`src/rtl/mdio_mgmt_pkg.sv`:
```
package mdio_mgmt_pkg;
  localparam int FRAME_BITS = 64;
  localparam int IDX_W      = 6;
  localparam int TA_POS     = 46;
  localparam int DATA_POS   = 48;
  localparam int HALF_W     = 5;
  localparam int CR_W       = 4;
  localparam int FLD_W      = 5;
  localparam int OP_LO      = 2;
  localparam int CR_LO      = 8;
  localparam int REG_LO     = 16;
  localparam int PHY_LO     = 21;

  function automatic logic [HALF_W-1:0] half_of(input logic [CR_W-1:0] code);
    case (code)
      4'd0:    half_of = 5'd8;
      4'd1:    half_of = 5'd13;
      4'd2:    half_of = 5'd21;
      default: half_of = 5'd31;
    endcase
  endfunction

  function automatic logic [FRAME_BITS-1:0] mk_frame(
      input logic [1:0] st, input logic [1:0] op,
      input logic [FLD_W-1:0] pa, input logic [FLD_W-1:0] ra,
      input logic [15:0] d, input logic rd);
    mk_frame = {32'hFFFF_FFFF, st, op, pa, ra,
                (rd ? 2'b11 : 2'b10), (rd ? 16'hFFFF : d)};
  endfunction
endpackage

```
`src/rtl/mdio_clk_div.sv`:
```
module mdio_clk_div
  import mdio_mgmt_pkg::*;
(
  input  logic              clk,
  input  logic              rst,
  input  logic              run,
  input  logic [HALF_W-1:0] half,
  output logic              mdc,
  output logic              rise,
  output logic              fall
);
  logic [HALF_W-1:0] cnt;
  logic              tick;

  assign tick = run && (cnt == half - 1'b1);
  assign rise = tick && !mdc;
  assign fall = tick && mdc;

  always_ff @(posedge clk) begin
    if (rst || !run) begin
      cnt <= '0;
      mdc <= 1'b0;
    end else if (tick) begin
      cnt <= '0;
      mdc <= ~mdc;
    end else begin
      cnt <= cnt + 1'b1;
    end
  end
endmodule

```
`src/rtl/mdio_frame_eng.sv`:
```
module mdio_frame_eng
  import mdio_mgmt_pkg::*;
(
  input  logic                  clk,
  input  logic                  rst,
  input  logic                  start,
  input  logic                  two,
  input  logic [FRAME_BITS-1:0] fa,
  input  logic [FRAME_BITS-1:0] fb,
  input  logic                  b_rd,
  input  logic                  rise,
  input  logic                  fall,
  input  logic                  mdio_i,
  output logic                  run,
  output logic                  mdio_o,
  output logic                  mdio_oe,
  output logic                  done,
  output logic [15:0]           rdata
);
  localparam logic [IDX_W-1:0] LAST_IDX = IDX_W'(FRAME_BITS - 1);
  localparam logic [IDX_W-1:0] TA_IDX   = IDX_W'(TA_POS);
  localparam logic [IDX_W-1:0] RD_IDX   = IDX_W'(DATA_POS);

  logic [FRAME_BITS-1:0] sh;
  logic [IDX_W-1:0]      idx, nidx;
  logic                  cur_rd, pend_b;

  assign nidx = idx + 1'b1;

  always_ff @(posedge clk) begin
    if (rst) begin
      run <= 1'b0; mdio_o <= 1'b0; mdio_oe <= 1'b0; done <= 1'b0;
      rdata <= '0; sh <= '0; idx <= '0; cur_rd <= 1'b0; pend_b <= 1'b0;
    end else begin
      done <= 1'b0;
      if (!run) begin
        if (start) begin
          run     <= 1'b1;
          idx     <= '0;
          mdio_oe <= 1'b1;
          pend_b  <= two;
          sh      <= two ? fa : fb;
          cur_rd  <= two ? 1'b0 : b_rd;
          mdio_o  <= two ? fa[FRAME_BITS-1] : fb[FRAME_BITS-1];
        end
      end else begin
        if (rise && cur_rd && idx >= RD_IDX)
          rdata <= {rdata[14:0], mdio_i};
        if (fall) begin
          if (idx == LAST_IDX) begin
            if (pend_b) begin
              pend_b  <= 1'b0;
              sh      <= fb;
              idx     <= '0;
              cur_rd  <= b_rd;
              mdio_o  <= fb[FRAME_BITS-1];
              mdio_oe <= 1'b1;
            end else begin
              run     <= 1'b0;
              mdio_oe <= 1'b0;
              mdio_o  <= 1'b0;
              done    <= 1'b1;
            end
          end else begin
            sh      <= sh << 1;
            idx     <= nidx;
            mdio_o  <= sh[FRAME_BITS-2];
            mdio_oe <= !(cur_rd && nidx >= TA_IDX);
          end
        end
      end
    end
  end
endmodule

```
`src/rtl/mdio_mgmt_master.sv`:
```
module mdio_mgmt_master
  import mdio_mgmt_pkg::*;
#(
  parameter int ADDR_W   = 2,
  parameter bit EXT_MODE = 1'b1,
  parameter int CTRL_OFS = 0,
  parameter int DATA_OFS = 1
) (
  input  logic              clk,
  input  logic              rst,
  input  logic              bus_wr,
  input  logic              bus_rd,
  input  logic [ADDR_W-1:0] bus_addr,
  input  logic [31:0]       bus_wdata,
  output logic [31:0]       bus_rdata,
  output logic              mdc,
  output logic              mdio_o,
  output logic              mdio_oe,
  input  logic              mdio_i
);
  logic             busy_q, b1_q, start_q;
  logic [1:0]       op_q;
  logic [CR_W-1:0]  cr_q;
  logic [FLD_W-1:0] phy_q, rad_q;
  logic [31:0]      data_q, ctrl_word;
  logic             wr_ctrl, wr_data, is_rd, is_c45;
  logic             run, rise, fall, done;
  logic [15:0]      rd_val;
  logic [FRAME_BITS-1:0] frame_a, frame_b;
  logic             unused_bits;

  assign unused_bits = ^{bus_wdata[31:26], bus_wdata[15:12], bus_wdata[7:4]};

  assign wr_ctrl = bus_wr && !busy_q && (bus_addr == ADDR_W'(CTRL_OFS));
  assign wr_data = bus_wr && !busy_q && (bus_addr == ADDR_W'(DATA_OFS));

  generate
    if (EXT_MODE) begin : g_ext
      assign is_c45 = b1_q;
      assign is_rd  = (op_q == 2'b11);
    end else begin : g_leg
      assign is_c45 = 1'b0;
      assign is_rd  = !b1_q;
    end
  endgenerate

  always_comb begin
    frame_a = mk_frame(2'b00, 2'b00, phy_q, rad_q, data_q[31:16], 1'b0);
    if (is_c45)
      frame_b = mk_frame(2'b00, is_rd ? 2'b11 : 2'b01, phy_q, rad_q, data_q[15:0], is_rd);
    else
      frame_b = mk_frame(2'b01, is_rd ? 2'b10 : 2'b01, phy_q, rad_q, data_q[15:0], is_rd);
  end

  assign ctrl_word = {6'd0, phy_q, rad_q, 4'd0, cr_q, 4'd0, op_q, b1_q, busy_q};

  always_ff @(posedge clk) begin
    if (rst) begin
      busy_q <= 1'b0; b1_q <= 1'b0; start_q <= 1'b0; op_q <= '0;
      cr_q <= '0; phy_q <= '0; rad_q <= '0; data_q <= '0; bus_rdata <= '0;
    end else begin
      start_q <= 1'b0;
      if (wr_data) data_q <= bus_wdata;
      if (wr_ctrl) begin
        busy_q  <= bus_wdata[0];
        start_q <= bus_wdata[0];
        b1_q    <= bus_wdata[1];
        op_q    <= bus_wdata[OP_LO +: 2];
        cr_q    <= bus_wdata[CR_LO +: CR_W];
        rad_q   <= bus_wdata[REG_LO +: FLD_W];
        phy_q   <= bus_wdata[PHY_LO +: FLD_W];
      end
      if (done) begin
        busy_q <= 1'b0;
        if (is_rd) data_q[15:0] <= rd_val;
      end
      if (bus_rd) begin
        if (bus_addr == ADDR_W'(CTRL_OFS))      bus_rdata <= ctrl_word;
        else if (bus_addr == ADDR_W'(DATA_OFS)) bus_rdata <= data_q;
        else                                    bus_rdata <= '0;
      end
    end
  end

  mdio_clk_div u_div (
    .clk(clk), .rst(rst), .run(run), .half(half_of(cr_q)),
    .mdc(mdc), .rise(rise), .fall(fall)
  );

  mdio_frame_eng u_eng (
    .clk(clk), .rst(rst), .start(start_q), .two(is_c45),
    .fa(frame_a), .fb(frame_b), .b_rd(is_rd), .rise(rise), .fall(fall),
    .mdio_i(mdio_i), .run(run), .mdio_o(mdio_o), .mdio_oe(mdio_oe),
    .done(done), .rdata(rd_val)
  );
endmodule

```
`config.mk`:
```
export PLATFORM = sky130hd
export DESIGN_NAME = mdio_mgmt_master
export DESIGN_NICKNAME = d
export VERILOG_FILES = /design/src/rtl/mdio_mgmt_pkg.sv /design/src/rtl/mdio_clk_div.sv /design/src/rtl/mdio_frame_eng.sv /design/src/rtl/mdio_mgmt_master.sv
export SDC_FILE = /design/constraint.sdc
export NUM_CORES = 1
export LEC_CHECK = 0
export ABC_AREA = 1
export BUFFER_PORTS_ARGS = -buffer_cell sky130_fd_sc_hd__buf_4
export CAP_MARGIN = 20
export CORE_MARGIN = 2
export CORE_UTILIZATION = 25
export CTS_BUF_LIST = sky130_fd_sc_hd__clkbuf_4
export DETAILED_ROUTE_END_ITERATION = 10
export PLACE_DENSITY = 0.48
export SLEW_MARGIN = 20
export SYNTH_ARGS = -nofsm -noshare
export SYNTH_HDL_FRONTEND = slang
export SYNTH_SLANG_ARGS = --single-unit
```
`constraint.sdc`:
```
create_clock -name clk -period 3.2 [get_ports clk]
set_clock_uncertainty 0.05 [all_clocks]
set_input_delay 0.64 -clock clk [delete_from_list [all_inputs] [get_ports clk]]
set_output_delay 0.64 -clock clk [all_outputs]
set_load 0.01 [all_outputs]
```
# After elaboration in Yosys (flattened, before gate mapping)
# Cells that the tools add are included.
# word_totals
inputBits	39
register_bits	180
output_inout_bits	35
wordCells	114
# classes
bitwise_logic	5
reduce_logical	26
n_mux	47
add_sub_neg	3
n_lt_le_gt_ge	2
n_eq_ne	10
# op_table
operator	count
2-to-1 mux 63 bit	5
2-to-1 mux 16 bit	4
2-to-1 mux 32 bit	2
2-to-1 mux 31 bit	2
2-to-1 mux 6 bit	5
2-to-1 mux 1 bit	26
one-hot mux 5 bit (3 select lines)	1
greater-or-equal comparator 6 bit, second input constant	2
logical AND 1 bit	9
adder 6 x 1 -> 6 bit, second input constant	1
equality test 6 bit, second input constant	1
inequality test 2 bit, second input constant	3
AND reduction 3 bit	2
OR reduction 2 bit	3
adder 5 x 1 -> 5 bit, second input constant	1
equality test 5 bit	1
inverter 1 bit	5
subtractor 5 x 1 -> 5 bit, second input constant	1
equality test 4 x 1 -> 1 bit, second input constant	1
equality test 4 x 2 -> 1 bit, second input constant	1
zero test 1 bit	4
zero test 4 bit	1
2-to-1 mux 2 bit	2
AND reduction 2 bit	2
8 further kinds	8

# Logic depth before layout (Yosys ltp)
# Gate-level depths: netlist of the first run.
# logic_depth
word_depth	9
depth_mapped	15
depth_no_buf	14

# Modules after synthesis
# From an unflattened synthesis of the first run, not the netlist that was laid out.
# hier_totals
cells_unflattened	1402
hier_area_um2	9038.7
# by_module_without_submodules
mod	cells_per_inst	n_inst	seq_area_each_um2	area_per_inst_um2
mdio_frame_eng	790	1	1821.7	4929.7
mdio_mgmt_master	538	1	1661.6	3663.5
mdio_clk_div	74	1	120.1	445.4

# Worst setup path before layout of the first run
# No wires, ideal clock.
# synth_path
kind	register -> register
startpoint	register cr_q[0]
endpoint	register u_eng.cur_rd
period_less_slack_ps	2155
stages_incl_launch_ff	16
t_arrival_ps	1990
setup_time_ps	115
t_required_ps	3035
n_path_buf	2
path_slack_ps	1045
path_cell_list	dfxtp_1 > inv_1 > nand2_1 > nor3_1 > ha_1 > nand2_1 > nor3b_1 > nand2_1 > nor2_2 > nand3_2 > nand2_2 > buf_4 > buf_2 > nand3_1 > nand2_1 > nor2_1
# synth_via
elab_chain_len	8
elab_cells_between_ends	10
cone_classes	add/sub: 1; eq/ne: 4; mux: 1; reduce/logical: 4
# synth_rtl
element	line_no	source
from (decl)	mdio_mgmt_master.sv:23	logic [CR_W-1:0] cr_q;
from (signal assigned)	mdio_mgmt_master.sv:69	cr_q <= bus_wdata[CR_LO +: CR_W];
equality test 4 x 2 -> 1 bit (tied with other cells)	mdio_mgmt_pkg.sv:15	case (code)
one-hot mux 5 bit (3 select lines) (*)	mdio_mgmt_pkg.sv:15	
subtractor 5 x 1 -> 5 bit (*)	mdio_clk_div.sv:15	assign tick = run && (cnt == half - 1'b1);
equality test 5 bit (*)	mdio_clk_div.sv:15	
logical AND 1 bit (*)	mdio_clk_div.sv:15	
logical AND 1 bit (*)	mdio_clk_div.sv:17	assign fall = tick && mdc;
inequality test 2 bit (no source line) (*)	n/a	
AND reduction 4 bit (no source line) (*)	n/a	
to (signal assigned)	mdio_frame_eng.sv:43	cur_rd <= two ? 1'b0 : b_rd;
to (signal assigned)	mdio_frame_eng.sv:55	cur_rd <= b_rd;
to (decl)	mdio_frame_eng.sv:26	logic cur_rd, pend_b;
# Mark *: on every way between the ends. The rest lies on a longest branch, timed or not.
# A chain may end at the register's enable or synchronous reset.

# Worst setup path in the final report of the first run
# layout_path
startpoint	register cr_q[0]
endpoint	register u_eng.sh[57]
# layout_via
elab_chain_len	8
elab_cells_between_ends	10
cone_classes	add/sub: 1; eq/ne: 4; mux: 1; reduce/logical: 4
# layout_rtl
element	line_no	source
equality test 4 x 2 -> 1 bit (tied with other cells)	mdio_mgmt_pkg.sv:15	
one-hot mux 5 bit (3 select lines) (*)	mdio_mgmt_pkg.sv:15	
subtractor 5 x 1 -> 5 bit (*)	mdio_clk_div.sv:15	
equality test 5 bit (*)	mdio_clk_div.sv:15	
logical AND 1 bit (*)	mdio_clk_div.sv:15	
logical AND 1 bit (*)	mdio_clk_div.sv:17	
inequality test 2 bit (no source line) (*)	n/a	
AND reduction 3 bit (no source line) (*)	n/a	
to (signal assigned)	mdio_frame_eng.sv:42	sh <= two ? fa : fb;
to (signal assigned)	mdio_frame_eng.sv:65	sh <= sh << 1;
to (decl)	mdio_frame_eng.sv:24	logic [FRAME_BITS-1:0] sh;
# Marked as above.

==> results of run 1 <==
==> flip-flops by register name, summed over array words and instances (netlist names), 2 cells and up <==
register     count
bus_rdata       32
cr_q             4
data_q          32
op_q             2
phy_q            5
rad_q            5
u_div.cnt        5
u_eng.idx        6
u_eng.rdata     16
u_eng.sh        63
==> area by class of cell <==
class | instances | area [µm²] | area share, %
Timing Repair Buffer | 86 | 708 | 7.50
Multi-Input combinational cell | 824 | 3870 | 41.0
Clock inverter | 14 | 191 | 2.03
Tap cell | 442 | 553 | 5.86
Sequential cell | 180 | 3600 | 38.2
Inverter | 100 | 378 | 4.00
Clock buffer | 18 | 135 | 1.43
Antenna cell | 1 | 2.50 | 0.0265
==> cell usage after synthesis <==
cell and instances:
a211oi_1 1, a21oi_1 143, a22oi_1 3, a311oi_1 2, a31o_2 2, buf_1 10, buf_2 15, buf_4 8
clkbuf_1 47, clkinv_1 2, dfxtp_1 180, ha_1 5, inv_1 94, inv_2 4, nand2_1 241, nand2_2 2
nand3_1 74, nand3_2 2, nand3b_1 12, nand4_1 9, nor2_1 178, nor2_2 2, nor2_4 2, nor3_1 4
nor3b_1 1, nor4_4 1, o211ai_1 5, o21ai_0 101, o221ai_1 14, o22ai_1 3, or2_2 11, xnor2_1 1
xor2_1 5
==> worst min path at each step <==
stage	start	endpoint	slack [ns]	cells after the start
finish	mdio_i	u_eng.rdata[0]	0.21	3
global route	mdio_i	u_eng.rdata[0]	0.17	3
CTS	mdio_i	u_eng.rdata[0]	0.17	3
detailed placement	u_eng.pend_b	u_eng.done	0.37	1
global placement	u_eng.pend_b	u_eng.done	0.37	1
floorplan	u_eng.done	busy_q	0.35	1
==> placed cells by master, fill, tap and decap left out, types with 2 or more instances in the layout <==
cell type / count
a21oi_1: 143
a22oi_1: 3
a311oi_1: 2
a31o_2: 2
buf_12: 5
buf_4: 81
bufinv_16: 2
clkbuf_4: 18
clkinv_1: 2
clkinv_8: 3
clkinvlp_4: 3
dfxtp_1: 180
ha_1: 5
inv_1: 94
inv_2: 3
inv_6: 3
inv_8: 3
nand2_1: 241
nand3_1: 73
nand3_2: 2
nand3b_1: 12
nand4_1: 9
nor2_1: 178
nor2_2: 2
nor2_4: 2
nor3_1: 4
o211ai_1: 5
o21ai_0: 101
o221ai_1: 14
o22ai_1: 3
or2_2: 11
xor2_1: 5
==> per-layer routing <==
layer,GRT usage [%],part of all wire (%)
met4,3.14,1.2
met3,2.73,3.9
met1,18.1,49
met2,22.5,46
met5,0,0
==> power groups by stage <==
stage	Sequential, mW	Combinational (mW)	Clock (mW)
3_3_place_gp	2.41	0.416	0
3_5_place_dp	2.41	0.419	0
5_1_grt	2.37	0.475	1.57
4_1_cts	2.36	0.420	1.48
2_1_floorplan	2.40	0.255	0
6_report	2.36	0.415	1.44
==> critical path, stage by stage (launching register included) <==
cell	delay, ns
dfxtp_1	0.36
inv_1	0.09
nand2_1	0.07
nor3_1	0.23
ha_1	0.30
nand2_1	0.07
nor3b_1	0.17
nand2_1	0.08
nor2_2	0.13
nand3_2	0.14
nand2_4	0.30
buf_4	0.32
nand3_1	0.10
nand2_1	0.08
nor2_1	0.04
==> kinds of logic after synthesis <==
kind of cell	Yosys count	synth area share, %
DFF	180	44.0
and+or+nand+nor	539	27.8
xor gates and xnor gates	6	0.642
adders and majority gates	5	0.765
buffers and inverters	180	8.85
AOI/OAI and AO/OA	274	17.9
==> flow_metrics.py, run 1 <==
metrics = {
    "clocking": {
        "cts_buffers": 17,
        "cts_setup_buffers": 0,
        "cts_buffer_depth": 2,
        "cts.htree.levels": 4,
        "clk-insertion-delay-late_ns": 0.60,
        "clk_pin_slew_ns": 0.17,
        "tritoncts": "yes",
        "cts_root_buf": "clkbuf_4",
        "clock_sinks": 180,
        "postCtsResizedCells": 0,
        "postCtsHoldBufs": 0,
    },
    "worst_setup_path": {
        "r2r-end": "u_eng.sh[57]",
        "crit_start": "cr_q[0]",
        "worstSetupEndpointType": "flop",
        "reg2reg_depth": 14,
        "required_ns": 3.64,
        "endpoint": "u_eng.sh[57]",
        "crit_type": "flop to flop",
        "critPathMaxFanout": 29,
        "regToRegSetupSlack_ns": 0.55,
        "worstReg2RegStart": "cr_q[0]",
        "critPathLaunchType": "flop",
        "cp.arrival_ns": 3.08,
    },
    "power": {
        "total_power_mw": 4.21,
        "swShare_pct": 29.0,
        "p_switching_mw": 1.22,
        "cellLeakagePower_nw": 4.04,
        "ir_drop_v": 0.000219,
        "power.share.clock_pct": 34.1,
        "seqPwrFrac_pct": 56.0,
        "combPwrFrac_pct": 9.9,
        "powerDensity_mw_per_mm2": 446,
        "internal_power_mw": 2.99,
    },
    "yosys": {
        "synth_top_area_share_pct": 44.0,
        "synth_top_area_cell": "dfxtp_1",
        "syn-num-nets": 1228,
        "syn-cell-area_mm2": 0.00818,
        "synth-seq-cells": 180,
        "netlist_top_cells_area": "dfxtp_1, nand2_1, a21oi_1, nor2_1, o21ai_0",
        "synth_cells": 1184,
        "synth_area_per_cell_um2": 6.91,
        "yosys_warnings": 0,
        "synth_seq_area_share_pct": 44.0,
        "synth_cell_types": 33,
    },
    "global_routing": {
        "grt.overflow.total": 0,
        "antenna_found_initial": 1,
        "grt_max_degree": 130,
        "grt_pass1_vias": 7033,
        "grt_pass1_wl_um": 36900,
        "grt.total_usage_pct": 13.6,
    },
    "floorplanning": {
        "ios": 74,
        "die_w_um": 185,
        "start_util_pct": 25.3,
        "num_rows": 66,
        "core_area_mm2": 0.0324,
        "die_area_mm2": 0.0342,
        "die_h_um": 185,
    },
    "final_layout": {
        "nets": 1253,
        "fillers": 3668,
        "drive_gt1_share_pct": 11.9,
        "final_util_pct": 29.2,
        "finalNonFillerCells": 1665,
        "syn2layout_area_growth_pct": 15.4,
        "design_area_mm2": 0.00944,
    },
    "timing": {
        "setup_viol": 0,
        "period_minus_slack_ns": 2.65,
        "rsz0062_at_grt": "false",
        "tightest_slew_ns": 0.981,
        "timing.fmax_ghz": 0.378,
        "fin_tns_setup_ns": 0,
        "hold_viol_final": 0,
        "period_share_pct": 82.7,
        "finalMaxSlewViolations": 0,
        "holdWs_ns": 0.212,
        "timing.final.ws_setup_ns": 0.555,
        "slew_headroom_pct": 34.3,
    },
    "placed_design": {
        "gp_congestion": 0.761,
        "placed_cells": 1632,
        "numPortBuffers": 73,
        "pre_cts_ws_ns": 0.566,
        "dpl.hpwl_um": 14900,
        "postPlaceCellArea_mm2": 0.00911,
    },
    "drt": {
        "drc_errors": 0,
        "drt-total-wl_um": 22600,
        "wl_per_cell_um": 13.5,
        "drt-initial-drc-count": 424,
        "via_count": 7486,
        "via_per_inst": 4.50,
        "antenna_left": 0,
        "drt-pass1-iter-count": 5,
    },
    "status": {
        "status": "completed",
    },
    "hold_path": {
        "hold_path_class": "primary input to flop",
    },
    "run": {
        "cap_viol_max_count": 0,
    },
}
No activity file was read; power rests on OpenSTA's default activity.
==> run 2: changes to the inputs <==
--- a/config.mk
+++ b/config.mk
@@ -12,7 +12,7 @@
 export CORE_UTILIZATION = 25
 export CTS_BUF_LIST = sky130_fd_sc_hd__clkbuf_4
 export DETAILED_ROUTE_END_ITERATION = 10
-export PLACE_DENSITY = 0.48
+export PLACE_DENSITY = 0.5
 export SLEW_MARGIN = 20
 export SYNTH_ARGS = -nofsm -noshare
 export SYNTH_HDL_FRONTEND = slang
==> constraint.sdc (replaced) <==
create_clock -name clk -period 2.3 [get_ports clk]
set_clock_uncertainty 0.05 [all_clocks]
set_input_delay 0.46 -clock clk [delete_from_list [all_inputs] [get_ports clk]]
set_output_delay 0.46 -clock clk [all_outputs]
set_load 0.01 [all_outputs]
==> flow_metrics.py, run 2 (synthesis gave the netlist of run 1 again) <==
metrics = {
    "final_layout": {
        "largest_register_ff_count": 63,
        "finalNonFillerCells": 1712,
        "regMostFlops": "u_eng.sh",
        "seqCellArea_mm2": 0.00361,
        "final_util_pct": 31.6,
        "syn2layout_area_growth_pct": 24.8,
        "drive_gt1_share_pct": 18.0,
        "top_regs": "u_eng.sh x63, bus_rdata x32, data_q x32",
        "fillers": 3609,
        "mostFrequentLayoutCell": "nand2_1",
        "design_area_mm2": 0.0102,
        "multi_input_area_mm2": 0.00409,
        "nets": 1300,
        "most-common-layout-cells": "nand2_1, nor2_1, dfxtp_1, a21oi_1, buf_4",
    },
    "worst_setup_path": {
        "crit_type": "flop to flop",
        "critical-path-max-stage-delay_ns": 0.36,
        "required_ns": 2.74,
        "worstSetupEndpointType": "flop",
        "critPathMaxFanout": 15,
        "r2r-end": "u_eng.sh[20]",
        "slowest_stage": "dfxtp_2",
        "critPathMostFrequentCell": "nand2_1",
        "reg2reg_depth": 14,
        "cp_cell_sequence": "inv_2 > nand2_4 > nor3_4 > ha_1 > nand2_1 > nor3b_2 > nand2_1 > nor2_4 > nand3_4 > nand2_8 > clkbuf_16 > nand3b_1 > nand2_1 > nor2_1",
        "regToRegSetupSlack_ns": -0.004,
        "critPathLaunchType": "flop",
        "cp.arrival_ns": 2.75,
        "worstReg2RegStart": "cr_q[0]",
    },
    "clocking": {
        "cts_buffer_depth": 2,
        "cts.htree.levels": 4,
        "tritoncts": "yes",
        "cts_buffers": 17,
        "clock_sinks": 180,
        "clk-insertion-delay-late_ns": 0.59,
        "cts_root_buf": "clkbuf_4",
        "clk_pin_slew_ns": 0.19,
    },
    "drt": {
        "drt-pass1-iter-count": 5,
        "drt-total-wl_um": 24000,
        "via_per_inst": 4.49,
        "wl_met2_um": 11500,
        "met1_length_um": 11600,
        "dr_wl_met3_um": 800,
        "maxUsedRoutingLayer": "met4",
        "antenna_left": 0,
        "wl_per_cell_um": 14.0,
        "drc_errors": 0,
        "via_count": 7683,
        "drt-initial-drc-count": 589,
    },
    "global_routing": {
        "grt_pass1_wl_um": 36800,
        "antenna_found_initial": 1,
        "grt_max_degree": 59,
        "grt_pass1_vias": 7034,
        "grt.total_usage_pct": 13.5,
        "grt.overflow.total": 0,
    },
    "timing": {
        "rsz0062_at_grt": "true",
        "hold_viol_final": 0,
        "timing.final.ws_setup_ns": -0.00388,
        "period_minus_slack_ns": 2.30,
        "period_share_pct": 100,
        "timing.fmax_ghz": 0.434,
        "setup_viol": 1,
        "tightest_slew_ns": 0.671,
        "finalMaxSlewViolations": 0,
        "slew_headroom_pct": 55.2,
    },
    "hold_path": {
        "min_to": "data_q[29]",
        "hp-start": "bus_wdata[29]",
        "hold_path_class": "primary input to flop",
        "whs_path_depth": 3,
    },
    "status": {
        "failed_checks": "setup timing",
        "status": "finished, violations left",
    },
    "floorplanning": {
        "ios": 74,
        "die_w_um": 185,
        "die_area_mm2": 0.0342,
        "num_rows": 66,
        "start_util_pct": 25.3,
        "core_area_mm2": 0.0324,
        "die_h_um": 185,
    },
    "run": {
        "cap_viol_max_count": 0,
    },
    "placed_design": {
        "dpl.hpwl_um": 15200,
        "numPortBuffers": 73,
        "placed_cells": 1662,
        "gp_congestion": 0.758,
        "postPlaceCellArea_mm2": 0.00940,
    },
    "power": {
        "ir_drop_v": 0.000248,
        "cellLeakagePower_nw": 4.36,
        "total_power_mw": 5.81,
        "powerDensity_mw_per_mm2": 569,
    },
}
-- run 2: cell count changes in the layout (fill, tap and decap cells not counted), sizes merged --
| cell | before | now |
|---|---|---|
| dlygate4sd3 | 0 | 1 |
| inv | 104 | 105 |
| clkbuf | 18 | 26 |
| buf | 86 | 122 |
| bufinv | 2 | 1 |
| nand2 | 243 | 245 |
-- run 2: through the flow --
stage / setup TNS [ns] / hold WS (ns) / setup WS [ns]
2_1_floorplan: 0 / 0.351 / 0.145
3_3_place_gp: 0 / 0.374 / 0.0201
3_5_place_dp: -0.0759 / 0.367 / -0.0310
4_1_cts: 0 / 0.0268 / 0.0215
5_1_grt: -11.96 / 0.0255 / -0.198
6_report: -0.00388 / 0.0715 / -0.00388
-- run 2: how the worst max path moves through the flow --
stage	startpoint	to	slack, ns
final	cr_q[0]	u_eng.sh[20]	-0.004
after global routing	cr_q[0]	u_eng.sh[21]	-0.20
after CTS	cr_q[0]	u_eng.idx[5]	0.02
after detailed placement	cr_q[0]	u_eng.idx[5]	-0.03
after global placement	cr_q[0]	u_eng.idx[1]	0.02
after floorplan	cr_q[0]	u_eng.cur_rd	0.14
-- run 2: area by class of cell --
cell class	instances	share of cell area, %
clock buffer	18	1.32
tap	442	5.41
multi-input combinational	826	40.0
timing repair buffer	131	12.6
antenna	1	0.0245
sequential	180	35.3
clock inverter	14	1.56
inverter	100	3.70
-- run 2: report_power, final --
| group | switching (mW) | internal, mW | total, mW |
|---|---|---|---|
| Sequential | 0.0636 | 3.22 | 3.29 |
| Combinational | 0.371 | 0.273 | 0.644 |
| Clock | 1.28 | 0.602 | 1.88 |
-- run 2: timing repair --
action | 4_1_cts | 5_1_grt
setup buffers | 0 | 3
endpoints found under the hold margin | 1 | 0
hold buffers | 1 | 0
gates resized for setup | 1 | 50
gates cloned | 0 | 13
endpoints found under the setup margin | 21 | 82
pin swaps | 0 | 8
-- run 2: critical path, delay by kind of cell (launching register included) --
family	cells	cell delay, ns
buffers and inverters	2	0.29
DFF	1	0.36
and+or+nand+nor	11	1.28
adders and majority gates	1	0.27
-- run 2: layer usage --
metal	global-route usage, %	vias to the layer above
met3	2.73	8
li1	-	4005
met2	22.9	117
met1	17.8	3553
met5	0	-
met4	2.19	0
